## src/rtl/adc_seq_pkg.sv

```systemverilog
// Shared constants for the A/D control sequencer.
// Assumes an 8-bit control register with the channel field at its LSBs.
package adc_seq_pkg;
    localparam int CSR_W     = 8;
    localparam int FLAG_BIT  = 7;
    localparam int IEN_BIT   = 6;
    localparam int RUN_BIT   = 5;
    localparam int SCAN_BIT  = 4;

    typedef enum logic {
        SEQ_IDLE = 1'b0,
        SEQ_WAIT = 1'b1
    } seq_state_t;
endpackage

```

## src/rtl/adc_trig_sync.sv

```systemverilog
// Brings the asynchronous trigger pin into the clock domain and flags
// its rising edges. Assumes the pin is held for at least two cycles.
module adc_trig_sync #(
    parameter int STAGES = 2
) (
    input  logic clk,
    input  logic rst_n,
    input  logic trig_in,
    output logic trig_rise
);
    logic [STAGES:0] shift_q;

    // Purpose: synchroniser chain plus one delayed copy for edge detection.
    always_ff @(posedge clk) begin
        if (!rst_n) shift_q <= '0;
        else        shift_q <= {shift_q[STAGES-1:0], trig_in};
    end

    assign trig_rise = shift_q[STAGES-1] & ~shift_q[STAGES];
endmodule

```

## src/rtl/adc_csr.sv

```systemverilog
// Control/status register: flag with guarded clear, interrupt enable,
// run bit, scan bit and channel select. Assumes CH_W <= 4.
module adc_csr
    import adc_seq_pkg::*;
#(
    parameter int CH_W = 3
) (
    input  logic             clk,
    input  logic             rst_n,
    input  logic             wr,
    input  logic             rd,
    input  logic [CSR_W-1:0] wdata,
    input  logic             standby,
    input  logic             trig_rise,
    input  logic             set_flag,
    input  logic             clr_run,
    input  logic             dma_ack,
    output logic [CSR_W-1:0] rdata,
    output logic             flag,
    output logic             ien,
    output logic             run,
    output logic             scan,
    output logic [CH_W-1:0]  sel,
    output logic             seen
);
    logic            flag_q, ien_q, run_q, scan_q, seen_q;
    logic [CH_W-1:0] sel_q;
    logic            flag_n, run_n, seen_n;

    // Purpose: next-state for run, flag and the flag-seen latch.
    always_comb begin
        run_n = run_q;
        if (standby)                      run_n = 1'b0;
        else if (wr)                      run_n = wdata[RUN_BIT];
        else if (clr_run)                 run_n = 1'b0;
        else if (trig_rise && !run_q)     run_n = 1'b1;

        flag_n = flag_q;
        if (set_flag)                     flag_n = 1'b1;
        else if (dma_ack)                 flag_n = 1'b0;
        else if (wr && !wdata[FLAG_BIT] && seen_q) flag_n = 1'b0;

        seen_n = seen_q;
        if (!flag_n)                      seen_n = 1'b0;
        else if (rd && flag_q)            seen_n = 1'b1;
    end

    // Purpose: register update; mode fields locked while running.
    always_ff @(posedge clk) begin
        if (!rst_n) begin
            flag_q <= 1'b0;
            ien_q  <= 1'b0;
            run_q  <= 1'b0;
            scan_q <= 1'b0;
            seen_q <= 1'b0;
            sel_q  <= '0;
        end else begin
            flag_q <= flag_n;
            run_q  <= run_n;
            seen_q <= seen_n;
            if (wr) ien_q <= wdata[IEN_BIT];
            if (wr && !run_q) begin
                scan_q <= wdata[SCAN_BIT];
                sel_q  <= wdata[CH_W-1:0];
            end
        end
    end

    // Purpose: assemble read data; unused bits read 0.
    always_comb begin
        rdata           = '0;
        rdata[FLAG_BIT] = flag_q;
        rdata[IEN_BIT]  = ien_q;
        rdata[RUN_BIT]  = run_q;
        rdata[SCAN_BIT] = scan_q;
        rdata[CH_W-1:0] = sel_q;
    end

    assign flag = flag_q;
    assign ien  = ien_q;
    assign run  = run_q;
    assign scan = scan_q;
    assign sel  = sel_q;
    assign seen = seen_q;
endmodule

```

## src/rtl/adc_sequencer.sv

```systemverilog
// Issues start pulses and steps channels in single or scan mode.
// Assumes the converter answers each start with exactly one done pulse.
module adc_sequencer
    import adc_seq_pkg::*;
#(
    parameter int CH_W = 3
) (
    input  logic            clk,
    input  logic            rst_n,
    input  logic            run,
    input  logic            scan,
    input  logic [CH_W-1:0] sel,
    input  logic            conv_done,
    output logic            conv_start,
    output logic [CH_W-1:0] conv_chan,
    output logic            set_flag,
    output logic            clr_run,
    output logic            busy
);
    seq_state_t      state_q;
    logic [CH_W-1:0] ch_q;
    logic            start_q;
    logic            done_ok;

    // Purpose: decode completion events for the register block.
    always_comb begin
        done_ok  = (state_q == SEQ_WAIT) && conv_done && run;
        set_flag = done_ok && (!scan || ch_q == sel);
        clr_run  = done_ok && !scan;
    end

    // Purpose: launch, wait and advance the channel pointer.
    always_ff @(posedge clk) begin
        if (!rst_n) begin
            state_q <= SEQ_IDLE;
            ch_q    <= '0;
            start_q <= 1'b0;
        end else begin
            start_q <= 1'b0;
            case (state_q)
                SEQ_IDLE: begin
                    if (run) begin
                        start_q <= 1'b1;
                        state_q <= SEQ_WAIT;
                        if (!scan) ch_q <= sel;
                    end else begin
                        ch_q <= '0;
                    end
                end
                default: begin
                    if (!run) begin
                        state_q <= SEQ_IDLE;
                        ch_q    <= '0;
                    end else if (conv_done) begin
                        state_q <= SEQ_IDLE;
                        if (scan) ch_q <= (ch_q == sel) ? '0 : ch_q + 1'b1;
                    end
                end
            endcase
        end
    end

    assign conv_start = start_q;
    assign conv_chan  = ch_q;
    assign busy       = (state_q == SEQ_WAIT);
endmodule

```

## src/rtl/adc_seq_ctrl.sv

```systemverilog
// Top of the A/D control sequencer: register block, trigger synchroniser
// and conversion sequencer. Assumes one clock domain apart from trig_in.
module adc_seq_ctrl
    import adc_seq_pkg::*;
#(
    parameter int CH_W        = 3,
    parameter int SYNC_STAGES = 2
) (
    input  logic             clk,
    input  logic             rst_n,
    input  logic             reg_wr,
    input  logic             reg_rd,
    input  logic [CSR_W-1:0] reg_wdata,
    output logic [CSR_W-1:0] reg_rdata,
    input  logic             trig_in,
    input  logic             standby,
    input  logic             dma_ack,
    input  logic             conv_done,
    output logic             conv_start,
    output logic [CH_W-1:0]  conv_chan,
    output logic             irq
);
    logic            trig_rise, set_flag, clr_run, seq_busy;
    logic            flag, ien, run, scan, flag_seen;
    logic [CH_W-1:0] sel;

    adc_trig_sync #(.STAGES(SYNC_STAGES)) u_sync (
        .clk(clk), .rst_n(rst_n), .trig_in(trig_in), .trig_rise(trig_rise)
    );

    adc_csr #(.CH_W(CH_W)) u_csr (
        .clk(clk), .rst_n(rst_n), .wr(reg_wr), .rd(reg_rd), .wdata(reg_wdata),
        .standby(standby), .trig_rise(trig_rise), .set_flag(set_flag),
        .clr_run(clr_run), .dma_ack(dma_ack), .rdata(reg_rdata),
        .flag(flag), .ien(ien), .run(run), .scan(scan), .sel(sel),
        .seen(flag_seen)
    );

    adc_sequencer #(.CH_W(CH_W)) u_seq (
        .clk(clk), .rst_n(rst_n), .run(run), .scan(scan), .sel(sel),
        .conv_done(conv_done), .conv_start(conv_start), .conv_chan(conv_chan),
        .set_flag(set_flag), .clr_run(clr_run), .busy(seq_busy)
    );

    // Purpose: interrupt request is the flag gated by the enable.
    assign irq = flag & ien;
endmodule

```

## config.mk

```make
export PLATFORM = sky130hd
export DESIGN_NAME = adc_seq_ctrl
export DESIGN_NICKNAME = d
export VERILOG_FILES = /design/src/rtl/adc_seq_pkg.sv /design/src/rtl/adc_trig_sync.sv /design/src/rtl/adc_csr.sv /design/src/rtl/adc_sequencer.sv /design/src/rtl/adc_seq_ctrl.sv
export SDC_FILE = /design/constraint.sdc
export NUM_CORES = 1
export LEC_CHECK = 0
export BUFFER_PORTS_ARGS = -buffer_cell sky130_fd_sc_hd__buf_2
export CORE_ASPECT_RATIO = 0.9
export CORE_UTILIZATION = 38
export CTS_BUF_LIST = sky130_fd_sc_hd__clkbuf_16
export CTS_CLUSTER_SIZE = 8
export DETAILED_ROUTE_END_ITERATION = 8
export GPL_ROUTABILITY_DRIVEN = 0
export HOLD_SLACK_MARGIN = 0.03
export PLACE_DENSITY = 0.63
export SETUP_SLACK_MARGIN = 0.15
export SYNTH_ARGS = -nofsm -noshare
export SYNTH_HDL_FRONTEND = slang
export SYNTH_SLANG_ARGS = --single-unit
export TNS_END_PERCENT = 10
```

## constraint.sdc

```tcl
create_clock -name clk -period 3.5 [get_ports clk]
set_input_delay 0.35 -clock clk [delete_from_list [all_inputs] [get_ports clk]]
set_output_delay 0.35 -clock clk [all_outputs]
set_load 0.01 [all_outputs]
```

Word level (Yosys, flattened, before mapping)
Index checks and enable logic that the tools add are counted.

word-level totals
  output and inout port bits = 13
  bits of input ports = 16
  bits in registers = 16

cells by class
  $add $sub $neg = 1
  reductions and logical operators = 18
  bitwise gates (word level) = 4
  eq/ne operators = 4
  mux-type cells = 17

operators by type and width
  cell                                                    count
  2-to-1 mux 3 bit                                        7
  2-to-1 mux 1 bit                                        10
  logical AND 1 bit                                       9
  inequality test 3 bit (second input constant)           2
  OR reduction 2 bit                                      2
  adder 3 x 1 -> 3 bit (second input constant)            1
  equality test 3 bit                                     1
  zero test 1 bit                                         3
  inequality test 3 x 2 -> 1 bit (second input constant)  1
  AND reduction 3 bit                                     1
  nonzero test 3 bit                                      1
  bitwise AND 1 bit                                       2
  inverter 1 bit                                          2
  AND reduction 2 bit                                     1
  logical OR 1 bit                                        1

Longest topological paths before layout
  depth in word-level cells = 7
  mapped depth = 5

By module
A second synthesis with hierarchy kept.

second synthesis, totals
  cells, all modules = 83
  area, all modules = 777.0 um2

modules (own cells, without submodules)
  module         seq. area each (um2)  instances  cells an instance  area an instance (um2)
  adc_csr        160.2                 1          40                 382.9
  adc_sequencer  100.1                 1          35                 295.3
  adc_trig_sync  60.1                  1          7                  92.6
  adc_seq_ctrl   0.0                   1          1                  6.3

Worst setup path after synthesis
No wires, ideal clock.

  kind = reg2reg
  start = register u_seq.ch_q[2] (netlist: u_seq.conv_chan[2])
  end = register u_seq.ch_q[2] (netlist: u_seq.conv_chan[2])
  cell stages (with the launch flop) = 5
  data required time = 3.381 ns
  path buffers = 0
  data arrival time = 1.108 ns
  setup slack = 2.273 ns
  clock period less this slack = 1.227 ns
  setup time = 0.119 ns
  cell sequence = dfxtp_1 > xor2_1 > nor3_1 > a211oi_1 > o221a_2

between the ends
  longest elaborated chain between the ends = 6
  elaborated cells between the ends (all ways) = 7
  classes of those cells = 1 x add/sub; 1 x eq/ne; 5 x mux

RTL lines
  element                                                      RTL line             source
  start: declaration                                           adc_sequencer.sv:21  logic [CH_W-1:0] ch_q;
  start signal: assignment                                     adc_sequencer.sv:45  if (!scan) ch_q <= sel;
  start signal: assignment                                     adc_sequencer.sv:56  if (scan) ch_q <= (ch_q == sel) ? '0 : ch_q + 1'b1;
  adder 3 x 1 -> 3 bit or equality test 3 bit (tied branches)  adc_sequencer.sv:56
  2-to-1 mux 3 bit * (2 in series)                             adc_sequencer.sv:56
  2-to-1 mux 3 bit *                                           adc_sequencer.sv:54  end else if (conv_done) begin
  2-to-1 mux 3 bit *                                           adc_sequencer.sv:51  if (!run) begin
  2-to-1 mux 3 bit *                                           adc_sequencer.sv:40  case (state_q)

Mark *: on every way between the ends. The rest lies on a longest branch, timed or not. The select of a mux whose other input is x is not followed.
A chain may end at the register's enable or synchronous reset.

Worst setup path in the final report
  start = register u_csr.sel_q[2] (netlist: u_csr.sel[2])
  end = register u_seq.ch_q[2] (netlist: u_seq.conv_chan[2])

between the ends
  longest elaborated chain between the ends = 6
  elaborated cells between the ends (all ways) = 8
  classes of those cells = 1 x eq/ne; 7 x mux

RTL lines
  element                         RTL line             source
  start: declaration              adc_csr.sv:27        logic [CH_W-1:0] sel_q;
  start signal: assignment        adc_csr.sv:64        sel_q <= wdata[CH_W-1:0];
  equality test 3 bit             adc_sequencer.sv:56
  2-to-1 mux 3 bit (2 in series)  adc_sequencer.sv:56
  2-to-1 mux 3 bit                adc_sequencer.sv:54
  2-to-1 mux 3 bit                adc_sequencer.sv:51
  2-to-1 mux 3 bit *              adc_sequencer.sv:40

Marks and branches as above.

==> impl_metrics.toml <==
[sta]
final-hold-violation-count = 0
period_minus_slack_ps = 1310
finalSetupViolations = 0
fin_skew_ps = 1.81
fin_tns_setup_ps = 0
grt_setup_unrepaired = "no"
report.final.slew_viol_count = 0
fmax_mhz = 761
post-route-period-util = 0.376

[yosys]
synth_fp_nets = 98
yosysSeqAreaShare = 0.434
syn_avg_cell_area_um2 = 9.11
synth_warnings = 0
synth_edf_count = 0
synth_common_cells = "16 x dfxtp_1, 8 x nor2b_1, 5 x buf_4, 5 x mux2i_1, 5 x nor3_1"
synth.area.top_cells = "dfxtp_1 43%, mux2i_1 6.8%, nor2b_1 6.8%"
synthesis.area_um2 = 738
ys_ff_latch = 16
syn_inst = 81
dominantRegCellSynth = "dfxtp_1"
ys_types = 28
synth_top_cell_area_share = 0.434
synthArstFlopShare = 0
yosysMostFrequentCell = "dfxtp_1"
synth_area_leader_cell = "dfxtp_1"

[run]
cap_violations = 0

[die]
row_count = 14
die_h_um = 43.8
die_area_um2 = 2120
die_width_um = 48.5
coreArea_um2 = 1750
ios = 29
start_util = 0.421

[route]
ant_nets = 0
num_vias = 631
wl_per_cell_um = 10.6
wl_met2_um = 556
drt-total-wl_um = 1330
top_layer = "met4"
routed_via_density = 5.01
met3_length_um = 108
drt_iter0_drc = 5
wl_met1_um = 644
drc = 0
firstDrtPassIters = 4

[global_routing]
antenna_found_initial = 0
grt_pass1_wl_um = 2190
grt_pass1_vias = 515
grt_use_total = 0.142
grt_overflow_total = 0
grt_max_degree = 15

[clock_tree]
cts.path.max_buffers = 2
clk_pin_slew_ps = 50
clock_latency_ps = 250
cts_tree = "done"
ctsHoldBuffers = 0
cts_buffers = 3
cts_root_buf = "clkbuf_16"
cts.sinks = 16
h-tree-depth = 1
cts_resized = 0
post-cts-setup-buffers = 0

[worst_setup_path]
cp.arrival_ps = 1450
cp_top_family = "simple AND/OR/NAND/NOR gates"
cp.required_ps = 3640
r2r_cells = 4
max_stage_delay_ps = 350
path_cells = "xor2_1 -> nor3_1 -> a211oi_1 -> o221a_2"
crit_type = "reg2reg"
rrSetupSlack_ps = 2190
critPathCaptureType = "flop"
timing.critical_path.buf_inv = 0
crit_path_start_kind = "flop"
worstSetupStartpoint = "u_csr.sel[2]"
critical-path-slowest-cell = "nor3_1"
r2r_start = "u_csr.sel[2]"
crit_end = "u_seq.conv_chan[2]"
cp.depth = 4
worst-path-max-fanout = 4
r2r-end = "u_seq.conv_chan[2]"

[cells_and_area]
fin_util = 0.526
fillers = 178
n_antenna_cell = 0
nets = 120
drive_gt1_frac = 0.294
area_growth_pct = 24.9

[pwr]
power-per-cell-area_nw_per_um2 = 492
ir_drop_mv = 0.373
p_leak_nw = 0.436

[placed_design]
port_buffers = 26
dpl.hpwl_um = 1020

[outcome]
status = "complete, no violations"

[worst_hold_path]
min_path_type = "in2reg"
==> layer usage <==
metal | vias up | global-route usage
met3 | 4 | 0.0596
li1 | 319 | -
met4 | 0 | 0.0882
met2 | 29 | 0.220
met5 | - | 0
met1 | 279 | 0.166
==> worst min-delay path by stage <==
stage                       from           endpoint  slack, ps  cells past startpoint
2_1_floorplan  u_sync.shift_q[0]  u_sync.shift_q[1]        410                      1
3_3_place_gp   u_sync.shift_q[0]  u_sync.shift_q[1]        420                      1
3_5_place_dp   u_sync.shift_q[0]  u_sync.shift_q[1]        420                      1
4_1_cts                  trig_in  u_sync.shift_q[0]        310                      2
5_1_grt                conv_done         u_seq.busy        320                      2
6_report                 trig_in  u_sync.shift_q[0]        310                      2
==> layout by cell type (no fill, tap or decap), types with 2 or more instances in the layout <==
| cell type | n |
|---|---|
| buf_2 | 26 |
| dfxtp_1 | 16 |
| nor2b_1 | 8 |
| nor3_1 | 5 |
| mux2i_1 | 5 |
| and2_1 | 4 |
| nand3_1 | 4 |
| nor2_1 | 4 |
| inv_1 | 3 |
| xor2_1 | 3 |
| clkbuf_16 | 3 |
| o32ai_1 | 2 |
| o21a_1 | 2 |
| nand2_1 | 2 |
| o21ai_0 | 2 |
| a21oi_1 | 2 |
==> per-stage QoR <==
| stage | std cells | hold WS, ps | total power [mW] | setup WS [ps] | area [µm²] |
|---|---|---|---|---|---|
| 2_1_floorplan | 81 | 412 | 0.224 | 2270 | 738 |
| 3_3_place_gp | 122 | 420 | 0.236 | 2190 | 843 |
| 3_5_place_dp | 122 | 424 | 0.237 | 2160 | 843 |
| 4_1_cts | 126 | 307 | 0.458 | 2180 | 922 |
| 5_1_grt | 126 | 323 | 0.471 | 2090 | 922 |
| 6_report | 126 | 310 | 0.454 | 2190 | 922 |
==> report_power, final <==
part / internal (mW) / total, mW / switching (mW)
clock network: 0.151 / 0.221 / 0.0696
registers: 0.189 / 0.196 / 0.00685
logic: 0.0193 / 0.0372 / 0.0179
==> cell families (layout without fill, tap and decap cells) <==
kind of cell | Yosys count | after routing | share of synthesized area
AOI/OAI and AO/OA | 13 | 13 | 0.127
xor gates and xnor gates | 3 | 3 | 0.0356
adders and majority gates | 1 | 1 | 0.0169
buffers and inverters | 12 | 33 | 0.0898
DFF | 16 | 16 | 0.434
muxes | 5 | 5 | 0.0678
other | 1 | 1 | 0.00508
and+or+nand+nor | 30 | 30 | 0.224
==> sequential cells by signal (all words and copies together), names as in the netlist <==
name	count
u_csr.sel	3
u_seq.conv_chan	3
u_sync.shift_q	3
u_csr.flag	1
u_csr.ien	1
u_csr.run	1
u_csr.scan	1
u_csr.seen	1
u_seq.busy	1
u_seq.conv_start	1
==> worst register-to-register path, delay by kind of cell (launching register included) <==
family          cells  cell delay [ps]
simple gates        1              350
xor+xnor            1              190
flops               1              340
compound gates      2              320
==> area by class of cell <==
class	count	area [µm²]	share of cell area
Multi-Input combinational cell	53	352	0.381
Sequential cell	16	320	0.347
Timing Repair Buffer	26	130	0.141
Clock buffer	3	75.1	0.0814
Tap cell	24	30.0	0.0326
Inverter	3	11.3	0.0122
Clock inverter	1	3.75	0.00407
Note: power is estimated with default switching activity, not from simulation.
